===== src/rtl/rtc_bcd_pkg.sv =====
package rtc_bcd_pkg;
  typedef logic [7:0] bcd8_t;

  localparam int NUM_REGS = 10;
  // register addresses (decoded by software; order is the burst order)
  localparam int A_CTL0 = 0;
  localparam int A_CTL1 = 1;
  localparam int A_SEC  = 3;
  localparam int A_MIN  = 4;
  localparam int A_HOUR = 5;
  localparam int A_DAY  = 6;
  localparam int A_WDAY = 7;
  localparam int A_MON  = 8;
  localparam int A_YEAR = 9;
  // bit positions
  localparam int B_STOP = 5;
  localparam int B_SIE  = 2;
  localparam int B_SFLG = 4;
  localparam int B_OSC  = 7;
  // field widths
  localparam int SEC_W  = 7;
  localparam int MIN_W  = 7;
  localparam int HOUR_W = 6;
  localparam int DAY_W  = 6;
  localparam int WDAY_W = 3;
  localparam int MON_W  = 5;
  localparam int YEAR_W = 8;

  // next BCD value, no wrap handling
  function automatic bcd8_t bcd_succ(bcd8_t v);
    if (v[3:0] >= 4'd9) return {v[7:4] + 4'd1, 4'd0};
    return {v[7:4], v[3:0] + 4'd1};
  endfunction

  // BCD year divisible by four
  function automatic logic leap_year(bcd8_t y);
    if (y[4]) return (y[3:0] == 4'd2) || (y[3:0] == 4'd6);
    return (y[3:0] == 4'd0) || (y[3:0] == 4'd4) || (y[3:0] == 4'd8);
  endfunction

  // last valid day of a BCD month
  function automatic bcd8_t month_last_day(bcd8_t m, bcd8_t y);
    case (m)
      8'h02: return leap_year(y) ? 8'h29 : 8'h28;
      8'h04, 8'h06, 8'h09, 8'h11: return 8'h30;
      default: return 8'h31;
    endcase
  endfunction

  function automatic logic at_top(bcd8_t v, bcd8_t top);
    return v >= top;
  endfunction
endpackage


===== src/rtl/rtc_bcd_field.sv =====
module rtc_bcd_field
  import rtc_bcd_pkg::*;
#(
  parameter int    W   = 7,
  parameter bcd8_t LO  = 8'h00,
  parameter bcd8_t RST = 8'h00
) (
  input  logic         clk,
  input  logic         rst_n,
  input  logic         inc_i,
  input  bcd8_t        max_i,
  input  logic         wr_i,
  input  logic [W-1:0] wdata_i,
  output logic [W-1:0] val_o
);
  logic [W-1:0] val_q;
  logic [W-1:0] nxt;
  bcd8_t        ext;

  always_comb begin
    ext = '0;
    ext[W-1:0] = val_q;
    nxt = at_top(ext, max_i) ? LO[W-1:0] : W'(bcd_succ(ext));
  end

  always_ff @(posedge clk or negedge rst_n) begin
    if (!rst_n)      val_q <= RST[W-1:0];
    else if (wr_i)   val_q <= wdata_i;
    else if (inc_i)  val_q <= nxt;
  end

  assign val_o = val_q;

  a_r6_field_hold: assert property (@(posedge clk) disable iff (!rst_n)
    (!inc_i && !wr_i) |=> $stable(val_q));
  a_r11_write_lands: assert property (@(posedge clk) disable iff (!rst_n)
    wr_i |=> (val_q == $past(wdata_i)));
  a_r2_wrap_low: assert property (@(posedge clk) disable iff (!rst_n)
    (inc_i && !wr_i && (ext >= max_i)) |=> (val_q == LO[W-1:0]));
endmodule


===== src/rtl/rtc_bcd_ctrl.sv =====
module rtc_bcd_ctrl (
  input  logic clk,
  input  logic rst_n,
  input  logic tick_i,
  input  logic osc_lost_i,
  input  logic wr_ctl0_i,
  input  logic wr_ctl1_i,
  input  logic wr_sec_i,
  input  logic stop_wbit_i,
  input  logic sie_wbit_i,
  input  logic sflg_wbit_i,
  input  logic osc_wbit_i,
  output logic stop_o,
  output logic sie_o,
  output logic sflg_o,
  output logic osc_o,
  output logic step_o,
  output logic irq_o
);
  logic stop_q, sie_q, sflg_q, osc_q;

  assign step_o = tick_i && !stop_q;

  always_ff @(posedge clk or negedge rst_n) begin
    if (!rst_n) begin
      stop_q <= 1'b0;
      sie_q  <= 1'b0;
      sflg_q <= 1'b0;
      osc_q  <= 1'b1;
    end else begin
      if (wr_ctl0_i) begin
        stop_q <= stop_wbit_i;
        sie_q  <= sie_wbit_i;
      end
      if (step_o)                       sflg_q <= 1'b1;
      else if (wr_ctl1_i && !sflg_wbit_i) sflg_q <= 1'b0;
      if (osc_lost_i)                   osc_q <= 1'b1;
      else if (wr_sec_i && !osc_wbit_i) osc_q <= 1'b0;
    end
  end

  assign stop_o = stop_q;
  assign sie_o  = sie_q;
  assign sflg_o = sflg_q;
  assign osc_o  = osc_q;
  assign irq_o  = sflg_q && sie_q;

  a_r9_flag_on_step: assert property (@(posedge clk) disable iff (!rst_n)
    (tick_i && !stop_q) |=> sflg_q);
  a_r6_no_flag_when_stopped: assert property (@(posedge clk) disable iff (!rst_n)
    (stop_q && !sflg_q) |=> !sflg_q);
  a_r8_osc_capture: assert property (@(posedge clk) disable iff (!rst_n)
    osc_lost_i |=> osc_q);
  a_r8_osc_clear: assert property (@(posedge clk) disable iff (!rst_n)
    (wr_sec_i && !osc_wbit_i && !osc_lost_i) |=> !osc_q);
endmodule


===== src/rtl/rtc_bcd_core.sv =====
module rtc_bcd_core
  import rtc_bcd_pkg::*;
#(
  parameter int    ADDR_W    = 4,
  parameter bcd8_t INIT_SEC  = 8'h00,
  parameter bcd8_t INIT_MIN  = 8'h00,
  parameter bcd8_t INIT_HOUR = 8'h00,
  parameter bcd8_t INIT_DAY  = 8'h01,
  parameter bcd8_t INIT_WDAY = 8'h00,
  parameter bcd8_t INIT_MON  = 8'h01,
  parameter bcd8_t INIT_YEAR = 8'h00
) (
  input  logic              clk,
  input  logic              rst_n,
  input  logic              tick_i,
  input  logic              osc_lost_i,
  input  logic [ADDR_W-1:0] addr_i,
  input  logic [7:0]        wdata_i,
  input  logic              wr_i,
  output logic [7:0]        rdata_o,
  output logic              irq_o
);
  logic [NUM_REGS-1:0] wr_sel;
  logic stop, sie, sflg, osc, step;
  logic [SEC_W-1:0]  sec;
  logic [MIN_W-1:0]  mnt;
  logic [HOUR_W-1:0] hr;
  logic [DAY_W-1:0]  dy;
  logic [WDAY_W-1:0] wd;
  logic [MON_W-1:0]  mo;
  logic [YEAR_W-1:0] yr;
  // carry events between fields, kept visible for checks
  logic sec_c, min_c, hour_c, day_c, mon_c;
  bcd8_t day_top;

  always_comb begin
    for (int i = 0; i < NUM_REGS; i++)
      wr_sel[i] = wr_i && (addr_i == ADDR_W'(i));
  end

  rtc_bcd_ctrl u_ctrl (
    .clk(clk), .rst_n(rst_n), .tick_i(tick_i), .osc_lost_i(osc_lost_i),
    .wr_ctl0_i(wr_sel[A_CTL0]), .wr_ctl1_i(wr_sel[A_CTL1]), .wr_sec_i(wr_sel[A_SEC]),
    .stop_wbit_i(wdata_i[B_STOP]), .sie_wbit_i(wdata_i[B_SIE]),
    .sflg_wbit_i(wdata_i[B_SFLG]), .osc_wbit_i(wdata_i[B_OSC]),
    .stop_o(stop), .sie_o(sie), .sflg_o(sflg), .osc_o(osc),
    .step_o(step), .irq_o(irq_o)
  );

  always_comb begin
    day_top = month_last_day(8'(mo), yr);
    sec_c   = step   && at_top(8'(sec), 8'h59);
    min_c   = sec_c  && at_top(8'(mnt), 8'h59);
    hour_c  = min_c  && at_top(8'(hr),  8'h23);
    day_c   = hour_c && at_top(8'(dy),  day_top);
    mon_c   = day_c  && at_top(8'(mo),  8'h12);
  end

  rtc_bcd_field #(.W(SEC_W), .LO(8'h00), .RST(INIT_SEC)) u_sec (
    .clk(clk), .rst_n(rst_n), .inc_i(step), .max_i(8'h59),
    .wr_i(wr_sel[A_SEC]), .wdata_i(wdata_i[SEC_W-1:0]), .val_o(sec));
  rtc_bcd_field #(.W(MIN_W), .LO(8'h00), .RST(INIT_MIN)) u_min (
    .clk(clk), .rst_n(rst_n), .inc_i(sec_c), .max_i(8'h59),
    .wr_i(wr_sel[A_MIN]), .wdata_i(wdata_i[MIN_W-1:0]), .val_o(mnt));
  rtc_bcd_field #(.W(HOUR_W), .LO(8'h00), .RST(INIT_HOUR)) u_hour (
    .clk(clk), .rst_n(rst_n), .inc_i(min_c), .max_i(8'h23),
    .wr_i(wr_sel[A_HOUR]), .wdata_i(wdata_i[HOUR_W-1:0]), .val_o(hr));
  rtc_bcd_field #(.W(DAY_W), .LO(8'h01), .RST(INIT_DAY)) u_day (
    .clk(clk), .rst_n(rst_n), .inc_i(hour_c), .max_i(day_top),
    .wr_i(wr_sel[A_DAY]), .wdata_i(wdata_i[DAY_W-1:0]), .val_o(dy));
  rtc_bcd_field #(.W(WDAY_W), .LO(8'h00), .RST(INIT_WDAY)) u_wday (
    .clk(clk), .rst_n(rst_n), .inc_i(hour_c), .max_i(8'h06),
    .wr_i(wr_sel[A_WDAY]), .wdata_i(wdata_i[WDAY_W-1:0]), .val_o(wd));
  rtc_bcd_field #(.W(MON_W), .LO(8'h01), .RST(INIT_MON)) u_mon (
    .clk(clk), .rst_n(rst_n), .inc_i(day_c), .max_i(8'h12),
    .wr_i(wr_sel[A_MON]), .wdata_i(wdata_i[MON_W-1:0]), .val_o(mo));
  rtc_bcd_field #(.W(YEAR_W), .LO(8'h00), .RST(INIT_YEAR)) u_year (
    .clk(clk), .rst_n(rst_n), .inc_i(mon_c), .max_i(8'h99),
    .wr_i(wr_sel[A_YEAR]), .wdata_i(wdata_i[YEAR_W-1:0]), .val_o(yr));

  always_comb begin
    rdata_o = '0;
    case (int'(addr_i))
      A_CTL0: begin
        rdata_o[B_STOP] = stop;
        rdata_o[B_SIE]  = sie;
      end
      A_CTL1: rdata_o[B_SFLG] = sflg;
      A_SEC:  rdata_o = {osc, sec};
      A_MIN:  rdata_o = 8'(mnt);
      A_HOUR: rdata_o = 8'(hr);
      A_DAY:  rdata_o = 8'(dy);
      A_WDAY: rdata_o = 8'(wd);
      A_MON:  rdata_o = 8'(mo);
      A_YEAR: rdata_o = yr;
      default: rdata_o = '0;
    endcase
  end

  a_r6_seconds_frozen: assert property (@(posedge clk) disable iff (!rst_n)
    (stop && !wr_sel[A_SEC]) |=> $stable(sec));
  a_r5_minute_ripple: assert property (@(posedge clk) disable iff (!rst_n)
    (sec_c && !wr_sel[A_MIN] && !wr_sel[A_SEC]) |=> (sec == '0 && $changed(mnt)));
  a_r3_month_to_one: assert property (@(posedge clk) disable iff (!rst_n)
    (mon_c && !wr_sel[A_MON]) |=> (mo == 5'h01));
endmodule


===== config.mk =====
export PLATFORM = sky130hd
export DESIGN_NAME = rtc_bcd_core
export DESIGN_NICKNAME = d
export VERILOG_FILES = /design/src/rtl/rtc_bcd_pkg.sv /design/src/rtl/rtc_bcd_field.sv /design/src/rtl/rtc_bcd_ctrl.sv /design/src/rtl/rtc_bcd_core.sv
export SDC_FILE = /design/constraint.sdc
export NUM_CORES = 1
export LEC_CHECK = 0
export BUFFER_PORTS_ARGS = -buffer_cell sky130_fd_sc_hd__buf_2
export CORE_MARGIN = 3
export CORE_UTILIZATION = 36
export DETAILED_ROUTE_END_ITERATION = 10
export PLACE_DENSITY = 0.57
export SETUP_SLACK_MARGIN = 0.1
export SLEW_MARGIN = 40
export SYNTH_ARGS = -nofsm -noshare
export SYNTH_HDL_FRONTEND = slang
export SYNTH_HIERARCHICAL = 1
export SYNTH_SLANG_ARGS = --single-unit
export TNS_END_PERCENT = 50

===== constraint.sdc =====
create_clock -name clk -period 4.3 [get_ports clk]
set_input_delay 0.215 -clock clk [delete_from_list [all_inputs] [get_ports clk]]
set_output_delay 0.215 -clock clk [all_outputs]
set_load 0.03 [all_outputs]

**Yosys cells after proc, flatten, opt, wreduce, memory -nomap -nowiden**

Index checks and enable logic that the tools add are counted.

- $add $sub $neg: 13
- $mul: 0
- Div/mod/pow operators: 0
- Magnitude comparators: 14
- Equality and inequality tests: 17
- Shift-type cells: 0
- Mux-type cells: 59
- Bitwise logic cells: 0
- Reductions and logical operators: 48

Operators by type and width:

| cell | count |
|---|---|
| 7-bit two-way mux | 10 |
| 6-bit two-way mux | 10 |
| 8-bit two-way mux | 5 |
| 4-bit by 1-bit adder with 4-bit output, second input constant | 7 |
| 5-bit two-way mux | 5 |
| 4-bit by 3-bit equality test with 1-bit output, second input constant | 6 |
| 4-bit >= comparator, second input constant | 6 |
| 1-bit logical AND | 18 |
| 2-bit nonzero test | 9 |
| 3-bit nonzero test | 6 |
| 1-bit two-way mux | 17 |
| 3-bit two-way mux | 5 |
| 7-bit >= comparator, second input constant | 2 |
| 2-bit one-hot mux with 7 select lines | 1 |
| 4-bit equality test, second input constant | 3 |
| 1-bit one-hot mux with 6 select lines | 2 |
| 2-bit AND reduction | 6 |
| 5-bit by 3-bit equality test with 1-bit output, second input constant | 2 |
| 5-bit one-hot mux with 2 select lines | 1 |
| 3-bit by 1-bit adder with 3-bit output, second input constant | 3 |
| 4-bit by 2-bit equality test with 1-bit output, second input constant | 2 |
| 8-bit >= comparator, second input constant | 1 |
| 4-bit zero test | 2 |
| 1-bit one-hot mux with 8 select lines | 1 |
| 16 further kinds | 21 |

- Register bits after elaboration: 46
- Bits in latches: 0
- Memory bits (writable): 0
- ROM bits: 0
- Input bits: 17
- Output and inout port bits: 9
- Logic and storage cells: 168
- Memories kept: 0

**Logic depth before layout (Yosys ltp)**

- Depth after elaboration: 12
- Gate-level depth with buffers: 14
- Gate-level depth less buffers: 14

**By module**

Netlist, hierarchy kept.

By module, submodules not included:

| module | instances | cells an instance | area an instance (um2) | sequential area each (um2) |
|---|---|---|---|---|
| rtc_bcd_field (u_min ...) | 2 | 76 | 680.7 | 175.2 |
| rtc_bcd_field (u_year) | 1 | 90 | 797.0 | 200.2 |
| rtc_bcd_core | 1 | 115 | 779.5 | 0.0 |
| rtc_bcd_field (u_hour) | 1 | 62 | 586.8 | 150.1 |
| rtc_bcd_field (u_day) | 1 | 62 | 583.1 | 151.4 |
| rtc_bcd_field (u_mon) | 1 | 55 | 491.7 | 126.4 |
| rtc_bcd_field (u_wday) | 1 | 26 | 249.0 | 75.1 |
| rtc_bcd_ctrl | 1 | 12 | 163.9 | 101.3 |

**Worst setup path after synthesis**

Ideal clock, no wire load.

- Path kind: reg-to-reg
- Start point: register u_mon.val_q[0] (netlist: u_mon/val_o[0])
- End point: register u_year.val_q[3] (netlist: u_year/val_o[3])
- Setup time: 0.067 ns
- Arrival time: 2.895 ns
- Required time: 4.233 ns
- Setup slack: 1.338 ns
- Stages on the path, launching flop included: 14
- Path buffers: 0
- Period minus slack after synthesis: 2.962 ns
- Cell sequence: dfstp_2 -> and4bb_2 -> nor3_1 -> a211oi_1 -> a31oi_1 -> ha_1 -> nor4b_1 -> o21ai_0 -> nand2_1 -> nor4_1 -> nor2_1 -> or3_1 -> o31ai_1 -> a41o_1

- Cells in the longest elaborated chain, start to end: 7

RTL lines:

| element | RTL line | source |
|---|---|---|
| start, declared | rtc_bcd_field.sv:16 | `logic [W-1:0] val_q;` |
| start signal, assigned | rtc_bcd_field.sv:27 | `if (!rst_n) val_q <= RST[W-1:0];` |
| start signal, assigned | rtc_bcd_field.sv:28 | `else if (wr_i) val_q <= wdata_i;` |
| start signal, assigned | rtc_bcd_field.sv:29 | `else if (inc_i) val_q <= nxt;` |
| 5-bit by 3-bit equality test with 1-bit output (tied with other cells) | rtc_bcd_pkg.sv:43 | `case (m)` |
| 4-bit OR reduction | rtc_bcd_pkg.sv:43 |  |
| 5-bit one-hot mux with 2 select lines * | rtc_bcd_pkg.sv:43 |  |
| named net day_top[0] | rtc_bcd_core.sv:34 | `bcd8_t day_top;` |
| 6-bit >= comparator * | -- |  |
| 1-bit logical AND * | rtc_bcd_core.sv:55 | `day_c = hour_c && at_top(8'(dy), day_top);` |
| 1-bit logical AND * | rtc_bcd_core.sv:56 | `mon_c = day_c && at_top(8'(mo), 8'h12);` |
| named net mon_c | rtc_bcd_core.sv:33 | `logic sec_c, min_c, hour_c, day_c, mon_c;` |
| 2-bit nonzero test (no source line) * | -- |  |
| end signal, assigned | rtc_bcd_field.sv:27 |  |
| end signal, assigned | rtc_bcd_field.sv:28 |  |
| end signal, assigned | rtc_bcd_field.sv:29 |  |
| end, declared | rtc_bcd_field.sv:16 |  |

The timed path passes the listed nets; every way through them passes the cells marked *.
A chain may end at the register's enable or synchronous reset.

**Worst setup path after layout**

Same ends and word-level chain as after synthesis.

==> flow_metrics.env <==
export IMPL_num_vias=4544
export IMPL_grt_first_pass_wirelength_mm=22.4
export IMPL_power_static_leakage_nw=2.70
export IMPL_placeableCoreArea_um2=13500
export IMPL_drt_first_pass_iters=5
export IMPL_final_hold_worst_slack_ns=0.0296
export IMPL_synth_largest_area_cell="sky130_fd_sc_hd__dfrtp_1"
export IMPL_synth_async_sr_flop_share=1.00
export IMPL_post_route_utilization=0.421
export IMPL_clock_tree_from_tritoncts="done"
export IMPL_cts_htree_levels=2
export IMPL_drc=0
export IMPL_syn_mean_instance_area_um2=8.73
export IMPL_finalMaxSlewViolations=0
export IMPL_irDropWorstVdd_v=0.000184
export IMPL_yosys_top_cells_area="sky130_fd_sc_hd__dfrtp_1, sky130_fd_sc_hd__ha_1, sky130_fd_sc_hd__inv_1"
export IMPL_crit_type="flip-flop to flip-flop"
export IMPL_worst_ep_required_time_ns=4.53
export IMPL_fp_row_count=42
export IMPL_track_usage=0.182
export IMPL_power_total_mw=2.73
export IMPL_floorplan_die_height_um=124
export IMPL_dieWidth_um=124
export IMPL_achievable_frequency_mhz=278
export IMPL_wire_per_inst_um=16.3
export IMPL_hpwl_mm=10.1
export IMPL_yosys_warnings=6
export IMPL_layout_cells_most_common_list="sky130_fd_sc_hd__inv_1, sky130_fd_sc_hd__ha_1, sky130_fd_sc_hd__conb_1"
export IMPL_finalWorstSetupSlack_ns=0.700
export IMPL_post_synth_instance_area_um2=5010
export IMPL_pin_count_of_the_biggest_net_entering_global_routing=47
export IMPL_startpoint_type="flip-flop"
export IMPL_clkTransAtPathRegs_ns=0.07
export IMPL_cts_root_buffer="sky130_fd_sc_hd__clkbuf_16"
export IMPL_critical_path_endpoint_type="flip-flop"
export IMPL_power_density_nw_per_um2=482
export IMPL_boundaryPins=26
export IMPL_hold_path_class="input port to asynchronous set/reset pin"
export IMPL_relSlewSlack=0.456
export IMPL_fin_nets=733
export IMPL_cts_sinks=46
export IMPL_overflow=0
export IMPL_min_period_over_period=0.837
export IMPL_detail_route_iter0_violations=489
export IMPL_grt_antenna_before_repair=0
export IMPL_final_common_cell="sky130_fd_sc_hd__inv_1"
export IMPL_post_cts_resized=0
export IMPL_via_count_of_the_first_global_routing_pass=4403
export IMPL_route_antenna_remaining_nets=0
export IMPL_setup_violations=0
export IMPL_finalHoldViolations=0
export IMPL_synth_seq_area_share=0.230
export IMPL_buffer_ports_inserted=25
export IMPL_shortest_clock_period_the_worst_path_allows_after_layout_ns=3.60
export IMPL_finalWirelength_mm=13.4
export IMPL_summed_negative_setup_slack_over_all_endpoints_ns=0
export IMPL_rsz0062_at_grt="false"
export IMPL_initial_core_util=0.373
export IMPL_timing_worst_slew_pin_value_ns=0.809
export IMPL_cts_buffers=5
export IMPL_worst_path_max_fanout=11
export IMPL_worst_skew_pair_latency_ns=0.30
export IMPL_post_drt_via_cell_ratio=5.50
export IMPL_cts_repair_timing_setup_buffer_count=0
export IMPL_layout_area_overhead_vs_synth_pct=13.0
export IMPL_synth_enable_flop_cells=0
export IMPL_status="completed"
export IMPL_place_ws_ns=0.726
export IMPL_clock_tree_buffer_depth=2
export IMPL_final_layout_size_suffix_gt1_frac=0.134
export IMPL_cts_hold_repair_buffers=0
export IMPL_netlist_instances=574
export IMPL_synthFlopType="sky130_fd_sc_hd__dfrtp_1"
export IMPL_crit_arrival_ns=3.83
export IMPL_synth_ff_latch_count=46
export IMPL_final_weighted_congestion_in_routability_driven_placement=0.847
export IMPL_synth_cell_type_count=87
export IMPL_worstRegToRegCells=13
export IMPL_fin_skew_ns=0.00628
export IMPL_synth_top_cell_area_share=0.215
export IMPL_antenna_diode_count=0
export IMPL_max_cap_violations=0
export IMPL_fp_dieArea_um2=15400
==> logic make-up after synthesis <==
logic type,synth area share
compound gates,0.277
xor+xnor,0.00175
fa+ha+maj,0.167
buf+inv,0.0746
flops,0.230
mux,0.0330
other cells,0.00150
simple gates,0.215
==> layer usage <==
metal	GRT usage	share of wire	up-vias
li1	-	-	2248
met1	0.260	0.46	2162
met5	0	0	-
met4	0.0329	0.011	0
met2	0.298	0.48	126
met3	0.0245	0.050	8
==> worst paths after layout <==
check,start,to,slack [ns]
setup reg to reg,u_mon/val_o[0],u_year/val_o[3],0.70
setup / recovery,u_mon/val_o[0],u_year/val_o[3],0.70
max in group asynchronous,rst_n,u_hour/val_o[0],3.85
min in group clk,osc_lost_i,u_ctrl/osc_o,0.10
hold reg to reg,u_ctrl/osc_o,u_ctrl/osc_o,0.51
hold / removal,rst_n,u_year/val_o[1],0.03
==> cells in the mapped netlist (all sizes together), types with 9 or more instances <==
cell type and n:
a21o 9, dfrtp 43, nand2b 9, o21ai 21, mux2i 12, nor4 10, a221oi 9, a221o 9
a21oi 24, inv 73, nor3 20, nor2 36, ha 67, o31ai 11, nand3 21, nand2 35
buf 13, a31oi 17, nor2b 10, a22oi 14
==> critical path: stages (launching register included) <==
cell	delay, ns
sky130_fd_sc_hd__dfstp_2	0.64
sky130_fd_sc_hd__and4bb_2	0.27
sky130_fd_sc_hd__nor3_1	0.05
sky130_fd_sc_hd__a211oi_1	0.22
sky130_fd_sc_hd__a31oi_1	0.10
sky130_fd_sc_hd__ha_1	0.31
sky130_fd_sc_hd__nor4b_1	0.04
sky130_fd_sc_hd__o21ai_0	0.18
sky130_fd_sc_hd__nand2_1	0.09
sky130_fd_sc_hd__nor4_1	0.63
sky130_fd_sc_hd__nor2_1	0.25
sky130_fd_sc_hd__or3_1	0.41
sky130_fd_sc_hd__o31ai_1	0.21
sky130_fd_sc_hd__a41o_1	0.13
==> cell type report <==
type / count / area (um2)
sequential: 46 / 1150
clock buffer: 5 / 125
tap: 176 / 220
clock inverter: 3 / 45.0
fill: 1396 / 7790
inverter: 73 / 274
multi-input combinational: 496 / 3700
timing repair buffer: 27 / 140
==> stage by stage <==
stage,instance area [um2],cells
6_report,5660,826
5_1_grt,5660,826
4_1_cts,5660,826
3_5_place_dp,5490,818
3_3_place_gp,5490,818
2_1_floorplan,5230,631
==> registers in the layout, indices dropped and copies added, names as in the netlist <==
register / cells
u_ctrl/osc_o: 1
u_ctrl/sflg_o: 1
u_ctrl/sie_o: 1
u_ctrl/stop_o: 1
u_day/val_o: 6
u_hour/val_o: 6
u_min/val_o: 7
u_mon/val_o: 5
u_sec/val_o: 7
u_wday/val_o: 3
u_year/val_o: 8
==> where the power goes <==
part | switching, mW | leakage [nW] | internal, mW
registers | 0.352 | 0.542 | 0.587
clock network | 0.188 | 0.0760 | 0.275
logic | 0.724 | 2.08 | 0.604
(Power assumes the default switching activity.)
